==> src/rtl/dmac_pkg.sv <==
package dmac_pkg;

    localparam int ADDR_W      = 64;
    localparam int DATA_W      = 64;
    localparam int DESC_BEATS  = 8;
    localparam int NEXT_BEAT   = 3;
    localparam int FLAG_SKIP   = 0;
    localparam int FLAG_NOTIFY = 1;

    localparam logic [2:0] XS_ACTIVE = 3'd0;
    localparam logic [2:0] XS_HALTED = 3'd3;

    typedef enum logic [2:0] {
        ST_IDLE,
        ST_DESC,
        ST_READ,
        ST_WRITE,
        ST_CMPL,
        ST_ANEXT
    } ch_state_e;

    typedef struct packed {
        logic [31:0]       ctrl;
        logic [31:0]       len;
        logic [ADDR_W-1:0] src;
        logic [ADDR_W-1:0] dst;
        logic [ADDR_W-1:0] nxt;
    } desc_t;

    function automatic logic [31:0] beats_of(input logic [31:0] len);
        return (len + 32'd7) >> 3;
    endfunction

    function automatic logic [3:0] beat_bytes(input logic [31:0] len,
                                              input logic [31:0] beat);
        logic [31:0] rem;
        rem = len - (beat << 3);
        return (rem >= 32'd8) ? 4'd8 : rem[3:0];
    endfunction

endpackage

==> src/rtl/dmac_desc_capture.sv <==
module dmac_desc_capture
    import dmac_pkg::*;
#(
    parameter int BEAT_W = 3
) (
    input  logic              clk,
    input  logic              rst,
    input  logic              cap_en,
    input  logic [BEAT_W-1:0] beat,
    input  logic [DATA_W-1:0] rdata,
    output desc_t             desc
);

    always_ff @(posedge clk) begin
        if (rst) begin
            desc <= '0;
        end else if (cap_en) begin
            case (int'(beat))
                0: begin
                    desc.ctrl <= rdata[31:0];
                    desc.len  <= rdata[63:32];
                end
                1:         desc.src <= rdata;
                2:         desc.dst <= rdata;
                NEXT_BEAT: desc.nxt <= rdata;
                default: ;
            endcase
        end
    end

endmodule

==> src/rtl/dmac_copybuf.sv <==
module dmac_copybuf
    import dmac_pkg::*;
#(
    parameter int DEPTH = 8,
    localparam int IW = (DEPTH > 1) ? $clog2(DEPTH) : 1
) (
    input  logic              clk,
    input  logic              wr_en,
    input  logic [IW-1:0]     wr_idx,
    input  logic [DATA_W-1:0] wr_data,
    input  logic [IW-1:0]     rd_idx,
    output logic [DATA_W-1:0] rd_data
);

    logic [DATA_W-1:0] mem [DEPTH];

    always_ff @(posedge clk) begin
        if (wr_en) mem[wr_idx] <= wr_data;
    end

    assign rd_data = mem[rd_idx];

endmodule

==> src/rtl/dmac_stats.sv <==
module dmac_stats #(
    parameter int CNT_W = 32
) (
    input  logic             clk,
    input  logic             rst,
    input  logic             bump,
    input  logic [31:0]      len,
    output logic [CNT_W-1:0] bytes,
    output logic [CNT_W-1:0] copies
);

    always_ff @(posedge clk) begin
        if (rst) begin
            bytes  <= '0;
            copies <= '0;
        end else if (bump) begin
            bytes  <= bytes + CNT_W'(len);
            copies <= copies + 1'b1;
        end
    end

    a_r10_copy_step: assert property (@(posedge clk) disable iff (rst)
        bump |=> copies == $past(copies) + 1'b1);
    a_r10_idle_hold: assert property (@(posedge clk) disable iff (rst)
        !bump |=> $stable(bytes) && $stable(copies));

endmodule

==> src/rtl/dmac_seq.sv <==
module dmac_seq
    import dmac_pkg::*;
#(
    parameter int MAX_BEATS = 8,
    localparam int BEAT_W   = $clog2((MAX_BEATS > DESC_BEATS) ? MAX_BEATS : DESC_BEATS),
    localparam int MAX_BYTES = MAX_BEATS * 8
) (
    input  logic              clk,
    input  logic              rst,
    input  logic              cmd_start,
    input  logic              cmd_append,
    input  logic              cmd_reset,
    input  logic [ADDR_W-1:0] chain_addr,
    input  logic [ADDR_W-1:0] cmpl_addr,
    input  logic              mem_ack,
    input  logic [DATA_W-1:0] mem_rdata,
    input  desc_t             desc,
    input  logic [DATA_W-1:0] buf_rdata,
    output ch_state_e         state,
    output logic [BEAT_W-1:0] beat,
    output logic              mem_req,
    output logic              mem_we,
    output logic [ADDR_W-1:0] mem_addr,
    output logic [3:0]        mem_size,
    output logic [DATA_W-1:0] mem_wdata,
    output logic              cap_en,
    output logic              buf_wr,
    output logic              copy_done,
    output logic [63:0]       status,
    output logic              err
);

    logic [ADDR_W-1:0] cur_desc;
    logic [63:0]       cmpl_word;
    logic [2:0]        xfer_st;
    logic [57:0]       done_field;
    logic              app_pend, halt_pend;

    logic [31:0]       beat32, xfer_beats;
    logic [ADDR_W-1:0] beat_off;
    logic              last_desc_beat, last_xfer, flags_bad, len_bad;
    logic              desc_done, drop_idle;

    assign beat32     = {{(32-BEAT_W){1'b0}}, beat};
    assign beat_off   = {{(ADDR_W-BEAT_W-3){1'b0}}, beat, 3'b000};
    assign xfer_beats = beats_of(desc.len);

    always_comb begin
        last_desc_beat = (beat32 == DESC_BEATS - 1);
        last_xfer      = (beat32 == xfer_beats - 32'd1);
        flags_bad      = (desc.ctrl & ~(32'd1 << FLAG_NOTIFY)) != 32'd0;
        len_bad        = (desc.len == 32'd0) || (desc.len > MAX_BYTES);
        copy_done      = (state == ST_WRITE) && mem_ack && last_xfer;
        desc_done      = (copy_done && !desc.ctrl[FLAG_NOTIFY]) ||
                         ((state == ST_CMPL) && mem_ack);
        drop_idle      = ((state == ST_DESC) && mem_ack && last_desc_beat &&
                          (desc.ctrl[FLAG_SKIP] || flags_bad || len_bad)) ||
                         ((state == ST_ANEXT) && mem_ack && (mem_rdata == '0));
        cap_en         = (state == ST_DESC) && mem_ack;
        buf_wr         = (state == ST_READ) && mem_ack;
    end

    always_comb begin
        mem_req   = (state != ST_IDLE);
        mem_we    = (state == ST_WRITE) || (state == ST_CMPL);
        mem_size  = 4'd8;
        mem_wdata = '0;
        mem_addr  = '0;
        case (state)
            ST_DESC:  mem_addr = cur_desc + beat_off;
            ST_READ: begin
                mem_addr = desc.src + beat_off;
                mem_size = beat_bytes(desc.len, beat32);
            end
            ST_WRITE: begin
                mem_addr  = desc.dst + beat_off;
                mem_size  = beat_bytes(desc.len, beat32);
                mem_wdata = buf_rdata;
            end
            ST_CMPL: begin
                mem_addr  = cmpl_addr;
                mem_wdata = cmpl_word;
            end
            ST_ANEXT: mem_addr = cur_desc + ADDR_W'(NEXT_BEAT * 8);
            default: ;
        endcase
    end

    always_ff @(posedge clk) begin
        if (rst) begin
            state      <= ST_IDLE;
            beat       <= '0;
            cur_desc   <= '0;
            cmpl_word  <= '0;
            xfer_st    <= XS_HALTED;
            done_field <= '0;
            app_pend   <= 1'b0;
            halt_pend  <= 1'b0;
            err        <= 1'b0;
        end else begin
            if (state != ST_IDLE) begin
                if (cmd_append) app_pend  <= 1'b1;
                if (cmd_reset)  halt_pend <= 1'b1;
            end
            case (state)
                ST_IDLE: begin
                    beat <= '0;
                    if (cmd_start) begin
                        xfer_st  <= XS_ACTIVE;
                        err      <= 1'b0;
                        cur_desc <= chain_addr;
                        state    <= ST_DESC;
                    end else if (cmd_append) begin
                        state <= ST_ANEXT;
                    end else if (cmd_reset) begin
                        xfer_st <= XS_HALTED;
                    end
                end
                ST_DESC: if (mem_ack) begin
                    if (!last_desc_beat) begin
                        beat <= beat + 1'b1;
                    end else begin
                        beat <= '0;
                        if (!desc.ctrl[FLAG_SKIP] && (flags_bad || len_bad))
                            err <= 1'b1;
                        state <= ST_READ;
                    end
                end
                ST_READ: if (mem_ack) begin
                    if (last_xfer) begin
                        beat  <= '0;
                        state <= ST_WRITE;
                    end else begin
                        beat <= beat + 1'b1;
                    end
                end
                ST_WRITE: if (mem_ack) begin
                    if (last_xfer) begin
                        beat       <= '0;
                        done_field <= cur_desc[63:6];
                        cmpl_word  <= {cur_desc[63:6], 3'b000, xfer_st} | 64'd1;
                        state      <= ST_CMPL;
                    end else begin
                        beat <= beat + 1'b1;
                    end
                end
                ST_ANEXT: if (mem_ack) begin
                    cur_desc <= mem_rdata;
                    beat     <= '0;
                    state    <= ST_DESC;
                end
                default: ;
            endcase
            if (desc_done) begin
                beat <= '0;
                if (halt_pend) begin
                    state     <= ST_IDLE;
                    xfer_st   <= XS_HALTED;
                    halt_pend <= 1'b0;
                    app_pend  <= 1'b0;
                end else if (desc.nxt != '0) begin
                    cur_desc <= desc.nxt;
                    state    <= ST_DESC;
                end else if (app_pend) begin
                    app_pend <= 1'b0;
                    state    <= ST_ANEXT;
                end else begin
                    state <= ST_IDLE;
                end
            end
            if (drop_idle) begin
                state     <= ST_IDLE;
                beat      <= '0;
                app_pend  <= 1'b0;
                halt_pend <= 1'b0;
                if (halt_pend) xfer_st <= XS_HALTED;
                if (state == ST_ANEXT) cur_desc <= cur_desc;
            end
        end
    end

    assign status = {done_field, 3'b000, xfer_st};

    a_r2_no_start_when_busy: assert property (@(posedge clk) disable iff (rst)
        (state != ST_IDLE) |-> !cmd_start);
    a_r2_start_clears_state: assert property (@(posedge clk) disable iff (rst)
        (state == ST_IDLE && cmd_start) |=> (status[2:0] == XS_ACTIVE) && mem_req && !err);
    a_r9_idle_halt: assert property (@(posedge clk) disable iff (rst)
        (state == ST_IDLE && !cmd_start && !cmd_append && cmd_reset)
        |=> (status[2:0] == XS_HALTED) && !mem_req);
    a_r11_req_hold: assert property (@(posedge clk) disable iff (rst)
        (mem_req && !mem_ack) |=> mem_req && $stable(mem_addr) && $stable(mem_we));
    a_r5_notify_only: assert property (@(posedge clk) disable iff (rst)
        (state == ST_CMPL) |-> desc.ctrl[FLAG_NOTIFY]);
    a_r4_write_follows_read: assert property (@(posedge clk) disable iff (rst)
        (state == ST_WRITE && $past(state) != ST_WRITE) |-> $past(state) == ST_READ);
    a_r4_size_range: assert property (@(posedge clk) disable iff (rst)
        mem_req |-> (mem_size != 4'd0) && (mem_size <= 4'd8));

endmodule

==> src/rtl/dmac_channel.sv <==
module dmac_channel
    import dmac_pkg::*;
#(
    parameter int MAX_BEATS = 8,
    parameter int CNT_W     = 32,
    localparam int BEAT_W   = $clog2((MAX_BEATS > DESC_BEATS) ? MAX_BEATS : DESC_BEATS),
    localparam int BUF_IW   = (MAX_BEATS > 1) ? $clog2(MAX_BEATS) : 1
) (
    input  logic              clk,
    input  logic              rst,
    input  logic              cmd_start,
    input  logic              cmd_append,
    input  logic              cmd_reset,
    input  logic [63:0]       chain_addr,
    input  logic [63:0]       cmpl_addr,
    output logic              mem_req,
    output logic              mem_we,
    output logic [63:0]       mem_addr,
    output logic [3:0]        mem_size,
    output logic [63:0]       mem_wdata,
    input  logic              mem_ack,
    input  logic [63:0]       mem_rdata,
    output logic              busy,
    output logic [63:0]       status,
    output logic              err,
    output logic [CNT_W-1:0]  byte_count,
    output logic [CNT_W-1:0]  copy_count
);

    ch_state_e         state;
    logic [BEAT_W-1:0] beat;
    desc_t             desc;
    logic [DATA_W-1:0] buf_rdata;
    logic              cap_en, buf_wr, copy_done;

    dmac_seq #(.MAX_BEATS(MAX_BEATS)) u_seq (
        .clk(clk), .rst(rst),
        .cmd_start(cmd_start), .cmd_append(cmd_append), .cmd_reset(cmd_reset),
        .chain_addr(chain_addr), .cmpl_addr(cmpl_addr),
        .mem_ack(mem_ack), .mem_rdata(mem_rdata),
        .desc(desc), .buf_rdata(buf_rdata),
        .state(state), .beat(beat),
        .mem_req(mem_req), .mem_we(mem_we), .mem_addr(mem_addr),
        .mem_size(mem_size), .mem_wdata(mem_wdata),
        .cap_en(cap_en), .buf_wr(buf_wr), .copy_done(copy_done),
        .status(status), .err(err)
    );

    dmac_desc_capture #(.BEAT_W(BEAT_W)) u_desc (
        .clk(clk), .rst(rst), .cap_en(cap_en), .beat(beat),
        .rdata(mem_rdata), .desc(desc)
    );

    dmac_copybuf #(.DEPTH(MAX_BEATS)) u_buf (
        .clk(clk), .wr_en(buf_wr), .wr_idx(beat[BUF_IW-1:0]), .wr_data(mem_rdata),
        .rd_idx(beat[BUF_IW-1:0]), .rd_data(buf_rdata)
    );

    dmac_stats #(.CNT_W(CNT_W)) u_stats (
        .clk(clk), .rst(rst), .bump(copy_done), .len(desc.len),
        .bytes(byte_count), .copies(copy_count)
    );

    assign busy = (state != ST_IDLE);

    a_r12_busy_tracks_req: assert property (@(posedge clk) disable iff (rst)
        busy == mem_req);
    a_r1_quiet_after_reset: assert property (@(posedge clk)
        rst |=> !busy && !err && (status[2:0] == XS_HALTED) && (copy_count == '0));

endmodule

==> config.mk <==
export PLATFORM = sky130hd
export DESIGN_NAME = dmac_channel
export DESIGN_NICKNAME = d
export VERILOG_FILES = /design/src/rtl/dmac_pkg.sv /design/src/rtl/dmac_desc_capture.sv /design/src/rtl/dmac_copybuf.sv /design/src/rtl/dmac_stats.sv /design/src/rtl/dmac_seq.sv /design/src/rtl/dmac_channel.sv
export SDC_FILE = /design/constraint.sdc
export NUM_CORES = 2
export LEC_CHECK = 0
export ABC_AREA = 1
export BUFFER_PORTS_ARGS = -buffer_cell sky130_fd_sc_hd__buf_2
export CAP_MARGIN = 10
export CORE_MARGIN = 2
export CORE_UTILIZATION = 40
export CTS_CLUSTER_DIAMETER = 50
export DETAILED_ROUTE_END_ITERATION = 10
export PLACE_DENSITY = 0.63
export SKIP_LAST_GASP = 1
export SLEW_MARGIN = 15
export SYNTH_ARGS = -nofsm -noshare
export SYNTH_HDL_FRONTEND = slang
export SYNTH_SLANG_ARGS = --single-unit
==> constraint.sdc <==
create_clock -name clk -period 6.87 [get_ports clk]
set_input_delay 1.0305 -clock clk [delete_from_list [all_inputs] [get_ports clk]]
set_output_delay 1.0305 -clock clk [all_outputs]
set_load 0.005 [all_outputs]
======== Yosys cells after proc, flatten, opt, wreduce, memory -nomap -nowiden ========
Memory sizes are Yosys's and may differ from the RTL's. A register that Yosys moved wholly into a read port is not among the register bits.
Index checks and enable logic that the tools add are counted.
word-level totals
  flip-flop bits (word level) ............. 515
  RAM bits ................................ 512
  output and inout bits ................... 264
  memories ................................ 1
memory list
  name       words  bits a word  rd ports  clocked after Yosys merged registers in  write ports  RTL line            text
  u_buf.mem  8      64           1         1                                        1            dmac_copybuf.sv:15  logic [DATA_W-1:0] mem [DEPTH];
cells by class
  add/sub/neg operators ................... 10
  magnitude comparators ................... 2
  eq/ne operators ......................... 25
  muxes and demuxes ....................... 59
  reduce and logical (&&, ||, !) cells .... 41
operators with widths
  cell                                                            number
  two-way mux 64 bit                                              7
  one-hot mux 64 bit (5 select lines)                             1
  one-hot mux 64 bit (2 select lines)                             2
  adder 64 x 6 -> 64 bit                                          3
  two-way mux 3 bit                                               28
  adder 64 x 5 -> 64 bit, second input constant                   1
  zero test 64 bit                                                1
  nonzero test 64 bit                                             1
  adder 32 x 1 -> 32 bit, second input constant                   1
  adder 32 x 3 -> 32 bit, second input constant                   1
  adder 32 bit                                                    1
  equality test 3 x 32 -> 1 bit                                   1
  >= comparator 32 x 4 -> 1 bit, second input constant            1
  greater-than comparator 32 x 7 -> 1 bit, second input constant  1
  zero test 32 bit                                                1
  nonzero test 32 bit                                             1
  subtractor 32 x 6 -> 32 bit                                     1
  subtractor 29 x 1 -> 30 bit, second input constant              1
  two-way mux 1 bit                                               16
  one-hot mux 3 bit (5 select lines)                              1
  equality test 3 x 2 -> 1 bit, second input constant             4
  inequality test 3 x 2 -> 1 bit, second input constant           4
  one-hot mux 3 bit (4 select lines)                              1
  logical AND 1 bit                                               11
  23 further kinds                                                46

======== Depth between registers and ports, before layout ========
  depth in word-level cells ............... 9
  mapped depth ............................ 29

======== Modules after synthesis ========
Synthesis repeated with hierarchy kept, for this count alone.
second synthesis, totals
  cells, all modules ...................... 7924
  area total of the unflattened synthesis .. 56090.0 um2
by module, submodules not included
  module             instances  cells an instance  area each (um2)  seq. area each (um2)
  dmac_copybuf       1          2230               22376.5          15374.7
  dmac_seq           1          3291               17987.3          2742.6
  dmac_desc_capture  1          1474               10401.2          5124.9
  dmac_stats         1          926                5313.8           1281.2
  dmac_channel       1          3                  11.3             0.0

======== Worst setup path before layout ========
Ideal clock, no wire load.
  path kind ............................... input to register
  from .................................... input port mem_ack
  to ...................................... memory u_buf.mem[7][0], enable pin
  arrival ................................. 5.690 ns
  data required time ...................... 6.305 ns
  setup slack ............................. 0.615 ns
  stages .................................. 4
  path buffers ............................ 0
  path through ............................ inv_1 -> nor2_1 -> nand2_1 -> nor3_1
on the way
  longest elaborated chain between the ends .. 3
RTL lines
  element                                  RTL line            text
  start: declaration                       dmac_channel.sv:21  input logic mem_ack,
  logical AND 1 bit                        dmac_seq.sv:60      buf_wr = (state == ST_READ) && mem_ack;
  two-way mux 1 bit                        dmac_copybuf.sv:18  if (wr_en) mem[wr_idx] <= wr_data;
  two-way mux 1 bit (implied by the code)  dmac_copybuf.sv:18
  end: declaration                         dmac_copybuf.sv:15
No other way between the ends.

======== Worst setup path in the final report ========
  from .................................... register u_seq.state[0]
  to ...................................... output port mem_addr[49]
on the way
  longest elaborated chain between the ends .. 2
  elaborated cells between the ends (all ways) .. 6
  those cells by class .................... eq/ne: 5; mux: 1
RTL lines
  element                                            RTL line            text
  start: declaration                                 dmac_seq.sv:19      output ch_state_e state,
  start signal: assignment                           dmac_seq.sv:91      state <= ST_IDLE;
  start signal: assignment                           dmac_seq.sv:112     state <= ST_DESC;
  start signal: assignment                           dmac_seq.sv:114     state <= ST_ANEXT;
  equality test 3 bit, or another cell as far along  dmac_seq.sv:69      case (state)
  one-hot mux 64 bit (5 select lines) *              dmac_seq.sv:69
  end: declaration                                   dmac_channel.sv:18  output logic [63:0] mem_addr,
Every way passes the cells marked *; elsewhere a longest branch is shown, timed or not.

==> out/results.tsv <==
metric	value	unit
pre-CTS WS	0.850	ns
hold path cells	2	
f_max	151	MHz
Final ANT Viol Nets	0	
Setup WS post-layout	0.245	ns
CTS Sinks	972	
I/O Pins	462	
fin nets	6660	
Final setup viols	0	
TNS Setup	0	ns
Power per Cell Area	305	nW/um^2
wire length per cell	25.0	um
Worst Path Arrival	5.59	ns
proportion of layout cells with a drive suffix above 1	0.125	
TritonCTS clock tree	yes	
Worst EP required	5.84	ns
slowest stage delay, CP	0.42	ns
Final Max Tran Viols	0	
Initial Utilization	0.403	
Post-Syn Area	49800	sq um
CTS Buffer Depth	3	
origin of the worst setup path	u_seq.state[0]	
gpl congestion	1.03	
drt first pass iters	7	
Inserted Clock Buffers	120	
DRT Wirelength	204000	um
dpl cells	7923	
sequential-to-total area share from yosys stat	0.493	
worst-path fanout max	5	
most frequent cells after synthesis	947 x o21ai_0, 784 x nand2_1, 767 x nor2_1	
DR vias	47247	
most numerous cell in the Yosys netlist	o21ai_0	
DP HPWL	143000	um
R2R depth	21	
Die ar.	127000	sq um
critical path's most frequent cell	inv_1	
fin crit period	6.63	ns
Worst Setup End Kind	primary output	
crit path kind	register to primary output	
Pleak	0.0213	uW
Core Area	124000	sq um
EDFF count, synth	512	
total grt overflow	0	
maxcap violations	0	
YS warnings	0	
H-tree levels	3	
number of global-route vias before repair	43090	
Worst-Skew Late Latency	0.80	ns
Worst-Margin Slew	1.23	ns
outcome	complete, no violations	
flop2flop setup slack	1.76	ns
first-pass GRT wire length	292000	um
Non-Filler Instances	8159	
Layout Utilization	0.462	
Clock Root Buffer	clkbuf_16	
Vias/cell	5.79	
RSZ-0062 raised after global routing	yes	
Top FF cell, synth	edfxtp_1	
Relative slew margins	0.175	
Row Count	129	
synthesized flop and latch total	972	
Initial DRC Count	6169	
All-Layer GR Usage	0.310	
Max stage delay cell, worst path	o21ai_0	
share of the synthesized area in the top cell type	0.309	
largest net degree at the start of global routing	238	
Fin. Hold Viols	0	
DRC	0	
syn_area_per_cell	8.06	sq um
Area Growth Syn to Fin	14.5	%
Synth area leader	edfxtp_1	
Hold Crit Start	u_desc.desc[188]	
Die Span X	357	um
cell count after synthesis	6179	
Worst setup SP type	register	
maximum vdd drop	262	uV
Hold Path Class	register to register	
design area	57100	sq um
Clock Skew	0.0992	ns
CTS clock-pin slew for the worst setup and hold paths	0.06	ns
crit share post-route	0.964	
DP Area	52900	sq um
top cells by area, synth	edfxtp_1 31%, dfxtp_1 18%, o21ai_0 9.5%	
unique cell type count in the Yosys netlist	62	
initial antenna violation count	26	
die span in y	357	um
PortBufs	458	
ys async rst share	0	
worst reg2reg startpoint	u_desc.desc[192]	
==> routing by layer <==
layer | wire (um) | track usage | part of all wire | up-vias
met1 | 85200 | 0.439 | 0.42 | 22460
met2 | 85500 | 0.448 | 0.42 | 2594
li1 | - | - | - | 21750
met4 | 10100 | 0.144 | 0.050 | 12
met5 | 69 | 0 | 0.00034 | -
met3 | 23100 | 0.0700 | 0.11 | 431
==> kinds of logic after synthesis <==
| logic type | Yosys count | synth area share |
|---|---|---|
| multiplexers | 2 | 0.000402 |
| adder cells (fa/ha/maj) | 52 | 0.0137 |
| other | 1 | 0.0000753 |
| XOR/XNOR | 78 | 0.0137 |
| AO/OA/AOI/OAI | 1819 | 0.203 |
| buffers and inverters | 1135 | 0.0930 |
| AND/OR/NAND/NOR | 2120 | 0.183 |
| flip-flops | 972 | 0.493 |
==> power breakdown <==
part / switching, uW / internal, uW
Clock: 2760 / 3740
Sequential: 317 / 6340
Combinational: 3070 / 1160
==> state kept, by name (all words and copies together) (netlist names), named ones only <==
signal / count
u_stats.bytes: 32
u_stats.copies: 32
u_desc.desc: 256
u_seq.xfer_st: 3
u_seq.cur_desc: 64
u_buf.mem: 512
u_seq.err: 1
u_seq.halt_pend: 1
u_seq.state: 3
u_seq.cmpl_word: 3
u_seq.app_pend: 1
u_seq.beat: 3
u_seq.done_field: 58
==> through the flow <==
step	hold WS (ns)	power, uW
3_5_place_dp	0.439	10900
2_1_floorplan	0.425	9270
5_1_grt	0.466	18000
3_3_place_gp	0.434	10900
4_1_cts	0.448	17300
6_report	0.447	17400
==> worst paths after layout <==
| check | to |
|---|---|
| worst max-delay path | mem_addr[49] |
| worst min-delay path | u_desc.desc[188] |
| worst max register to register | u_stats.bytes[30] |
| worst min register to register | u_desc.desc[188] |
==> critical path, delay by kind of cell (launching register included) <==
kind | cells | cell delay [ns]
compound gates | 2 | 0.70
fa+ha+maj | 2 | 0.52
buf+inv | 11 | 1.21
flops | 1 | 0.39
simple gates | 14 | 2.00
==> final cells by class <==
cell class	count	area (sq um)
Inverter	726	2750
Clock inverter	90	1000
Antenna cell	6	15.0
Sequential cell	972	24600
Fill cell	12256	66600
Tap cell	1637	2050
Timing Repair Buffer	515	2770
Clock buffer	138	3120
Multi-Input combinational cell	4075	20800
==> layout by cell type, fill, tap and decap left out, types with 120 or more instances in the layout <==
master / n
nor2_1: 758
edfxtp_1: 512
inv_1: 706
o221ai_1: 136
nand3_1: 225
nand2_1: 782
buf_2: 458
clkbuf_16: 120
dfxtp_1: 457
o21ai_0: 947
a21oi_1: 450
==> repair_timing <==
item,in CTS,in global routing
hold buffers,0,0
gates resized for setup,0,2
endpoints found under the hold margin,0,0
endpoints found under the setup margin,0,9
buffers inserted,0,1
No activity file was read; power rests on OpenSTA's default activity.
